$ cat src/rtl/sdram_col_seq.sv
module sdram_col_seq #(
  parameter int COL_W = 8
) (
  input  logic             clk,
  input  logic             rst_n,
  input  logic             start,
  input  logic             stop,
  input  logic [COL_W-1:0] start_col,
  input  logic [2:0]       len_code,
  input  logic             interleave,
  input  logic             wr_single,
  input  logic             is_write,
  output logic [COL_W-1:0] col,
  output logic             col_valid,
  output logic             col_last
);
  localparam logic [COL_W-1:0] ALL_ONES = '1;

  logic             busy_q, full_q, ilv_q;
  logic [COL_W-1:0] base_q, cnt_q, mask_q;
  logic [COL_W-1:0] mask_d;
  logic             full_d;

  always_comb begin
    full_d = 1'b0;
    mask_d = '0;
    if (!(wr_single && is_write)) begin
      case (len_code)
        3'd1: mask_d = COL_W'(1);
        3'd2: mask_d = COL_W'(3);
        3'd3: mask_d = COL_W'(7);
        3'd7: begin
          full_d = 1'b1;
          mask_d = ALL_ONES;
        end
        default: mask_d = '0;
      endcase
    end
  end

  wire [COL_W-1:0] step_sum = base_q + cnt_q;
  wire             at_end   = !full_q && (cnt_q == mask_q);

  assign col = ilv_q ? (base_q ^ (cnt_q & mask_q))
                     : ((base_q & ~mask_q) | (step_sum & mask_q));
  assign col_valid = busy_q;
  assign col_last  = busy_q && at_end;

  always_ff @(posedge clk) begin
    if (!rst_n) begin
      busy_q <= 1'b0;
      full_q <= 1'b0;
      ilv_q  <= 1'b0;
      base_q <= '0;
      cnt_q  <= '0;
      mask_q <= '0;
    end else if (start) begin
      busy_q <= 1'b1;
      full_q <= full_d;
      ilv_q  <= interleave && !full_d;
      base_q <= start_col;
      cnt_q  <= '0;
      mask_q <= mask_d;
    end else if (busy_q) begin
      if (stop || at_end) busy_q <= 1'b0;
      else                cnt_q  <= cnt_q + 1'b1;
    end
  end
endmodule

$ cat config.mk
export PLATFORM = sky130hd
export DESIGN_NAME = sdram_col_seq
export DESIGN_NICKNAME = d
export VERILOG_FILES = /design/src/rtl/sdram_col_seq.sv
export SDC_FILE = /design/constraint.sdc
export NUM_CORES = 1
export LEC_CHECK = 0
export ABC_CLOCK_PERIOD_IN_PS = 4600
export CORE_ASPECT_RATIO = 0.8
export CORE_MARGIN = 2
export CORE_UTILIZATION = 35
export DETAILED_ROUTE_END_ITERATION = 12
export DONT_BUFFER_PORTS = 1
export PLACE_DENSITY_LB_ADDON = 0.05
export SLEW_MARGIN = 20
export SYNTH_ARGS = -nofsm -noshare
export SYNTH_HDL_FRONTEND = slang
export SYNTH_SLANG_ARGS = --single-unit
$ cat constraint.sdc
create_clock -name clk -period 4.6 [get_ports clk]
set_clock_uncertainty 0.1 [all_clocks]
set_input_delay 0.46 -clock clk [delete_from_list [all_inputs] [get_ports clk]]
set_output_delay 0.46 -clock clk [all_outputs]
set_load 0.005 [all_outputs]
==> reports/qor.txt <==
Status: finished clean
DR iter-0 viols: 71
Period Utilization, post-route: 57.9%
Htree depth: 1
Unrepaired setup endpoints after global routing: no
Number of enable flip-flop cells after synthesis: 0
Maximum VDD drop: 0.102 mV
Max FO, Critical Path: 5
Min Clock Period, post-route: 2.67 ns
First-pass iteration count of the detailed router: 4
Fraction of layout cells with a size suffix above 1: 4.81%
Worst skew pair latency: 0.27 ns
Antenna viol nets, final: 0
Setup TNS: 0 ns
Total Routing Usage GR: 15.9%
Syn Inst Count: 189
Post-Syn Area: 1610 sq um
Max_cap viols: 0
Die width: 79.7 um
Cts hold-fix bufs: 0
Worst setup SP type: register
GRT overflow: 0
Sequential area share after synthesis: 28.7%
CTS clk-pin slew, worst paths: 0.08 ns
Slew HR: 44.9%
Final setup viols: 0
Area Growth Syn to Fin: 6.00%
Initial antenna violation count: 0
DR DRC count: 0
Die height: 64.6 um
Syn nets: 224
CTS tree: done
Worst setup EP type: primary output
Core area: 4490 sq um
Yosys reg bits: 23
Vias: 1321
Clock sinks: 23
Final wirelength: 3.80 mm
Nets: 223
Power Density: 232 nW/um^2
Root Driver: clkbuf_8
Initial Util: 35.8%
Most used DFF post-synth: dfxtp_1
CTS resizes: 0
Via/cell ratio: 5.35
Asr flop ratio synth: 0%
GPL Wtd Cong: 0.873
Final Hold Fails: 0
Post-CTS Setup Inserts: 0
Type of the tightest min-delay check: in -> reg
Ant diodes: 0
Worst setup margin: 1.93 ns
Ys Warns: 0
Floorplan row count: 22
Post-Syn Area per Cell: 8.49 sq um
P_leak: 0.711 nW
Filler cells: 471
Top Ports: 28
Synth cell types: 37
DIE AREA: 5150 sq um
Avg WL per Cell: 15.4 um
Worst path required time: 4.04 ns
Clock Path Buffers: 2
Dpl hpwl: 2.94 mm
Slew Limit Fails: 0
Largest net degree at the start of global routing: 27
Slew at the pin closest to its max-slew limit: 0.825 ns
CP arrival: 2.11 ns
Critical path type: reg -> out
Num CTS Buffers: 3
Fmax: 0.375 GHz
Vias in the first global route: 1304
Global-route wire length before repair: 6.35 mm
Setup slack at placement: 2.22 ns
Port bufs: 0
final timing paths:
path	startpoint	endpoint	slack (ns)	cells past startpoint
worst max register to register	mask_q[6]	cnt_q[4]	2.44	6
worst min register to register	full_q	full_q	0.38	2
worst max-delay path	cnt_q[0]	col[6]	1.93	8
worst min-delay path	rst_n	col_valid	0.21	1
power breakdown:
| group | switching [mW] | internal, mW |
|---|---|---|
| Combinational | 0.0259 | 0.0238 |
| Clock | 0.0656 | 0.0619 |
| Sequential | 0.0113 | 0.206 |
| Total | 0.103 | 0.292 |
per-stage QoR:
step / power (mW) / hold slack (ns) / utilization [%] / area [sq um] / instances
floorplan: 0.263 / 0.334 / - / 1610 / 189
detailed placement: 0.272 / 0.365 / 36.9 / 1660 / 243
global route: 0.416 / 0.207 / 37.9 / 1700 / 247
CTS: 0.404 / 0.198 / 37.9 / 1700 / 247
finish: 0.394 / 0.206 / 37.9 / 1700 / 247
global placement: 0.271 / 0.355 / 36.9 / 1660 / 243
cell type report:
class,instances,area (sq um),area share [%]
inverter,10,37.5,2.21
tap,60,75.1,4.41
clock buffer,4,45.0,2.65
sequential,23,460,27.1
multi-input combinational,150,1080,63.7
registers in the layout (all words and copies together), names as in the netlist:
register	flops
mask_q	4
cnt_q	8
full_q	1
ilv_q	1
col_valid	1
base_q	8
synth_stat cells, types with 2 or more instances:
library cell	instances	area (sq um)
dfxtp_1	23	460
nor2_1	18	67.6
ha_1	16	200
a21oi_1	13	65.1
nor2b_1	13	81.3
nand2_1	12	45.0
inv_1	9	33.8
mux2i_1	9	90.1
o21ai_0	9	45.0
xor2_1	8	70.1
nand3_1	7	35.0
nand4_1	6	37.5
nand2b_1	5	31.3
a32o_1	4	40.0
clkbuf_1	4	15.0
and3_1	3	18.8
nand3b_1	3	22.5
xnor2_1	3	26.3
a211oi_1	2	15.0
a21boi_0	2	15.0
a21o_1	2	15.0
a31o_2	2	17.5
nor3b_1	2	15.0
logic make-up after synthesis:
logic type,after synthesis,synth area share (%)
DFF,23,28.7
AOI/OAI and AO/OA,39,16.7
adders and majority gates,17,13.7
buffers and inverters,16,3.82
muxes,9,5.61
xor gates and xnor gates,11,6.00
and+or+nand+nor,74,25.5
cell usage in the layout, fill, tap and decap left out:
master,instances
clkbuf_8,3
a311oi_4,1
a32o_1,4
inv_2,1
a21boi_0,2
xor2_1,8
xnor2_1,3
dfxtp_1,23
nand2_1,12
a31oi_1,1
a211oi_1,2
and4_1,1
a21o_1,2
nor3_1,1
nor2_1,18
inv_1,9
nor4_4,1
ha_1,16
nor3_2,1
mux2i_1,9
fa_1,1
nor3b_1,2
nand4_1,6
nand3_1,7
o21ai_0,9
nor2b_1,13
o21a_1,1
nand2b_1,5
or4b_1,1
and3_1,3
a22o_1,1
a31o_2,2
o22ai_1,1
clkbuf_1,1
a21oi_1,13
nand3b_1,3
critical path, cell delays in order (launching register included):
cell,delay [ns]
dfxtp_1,0.43
ha_1,0.22
inv_1,0.06
fa_1,0.40
nor2b_1,0.11
o21ai_0,0.11
a21oi_1,0.20
mux2i_1,0.21
a21oi_1,0.10
layer usage:
layer | share of wire, % | vias to the layer above | GRT usage, %
li1 | - | 668 | -
met1 | 51 | 628 | 21.8
met5 | 0 | - | 0
met2 | 44 | 21 | 25.4
met3 | 3.6 | 4 | 3.20
met4 | 0.76 | 0 | 3.88
No activity file was read; power rests on OpenSTA's default activity.
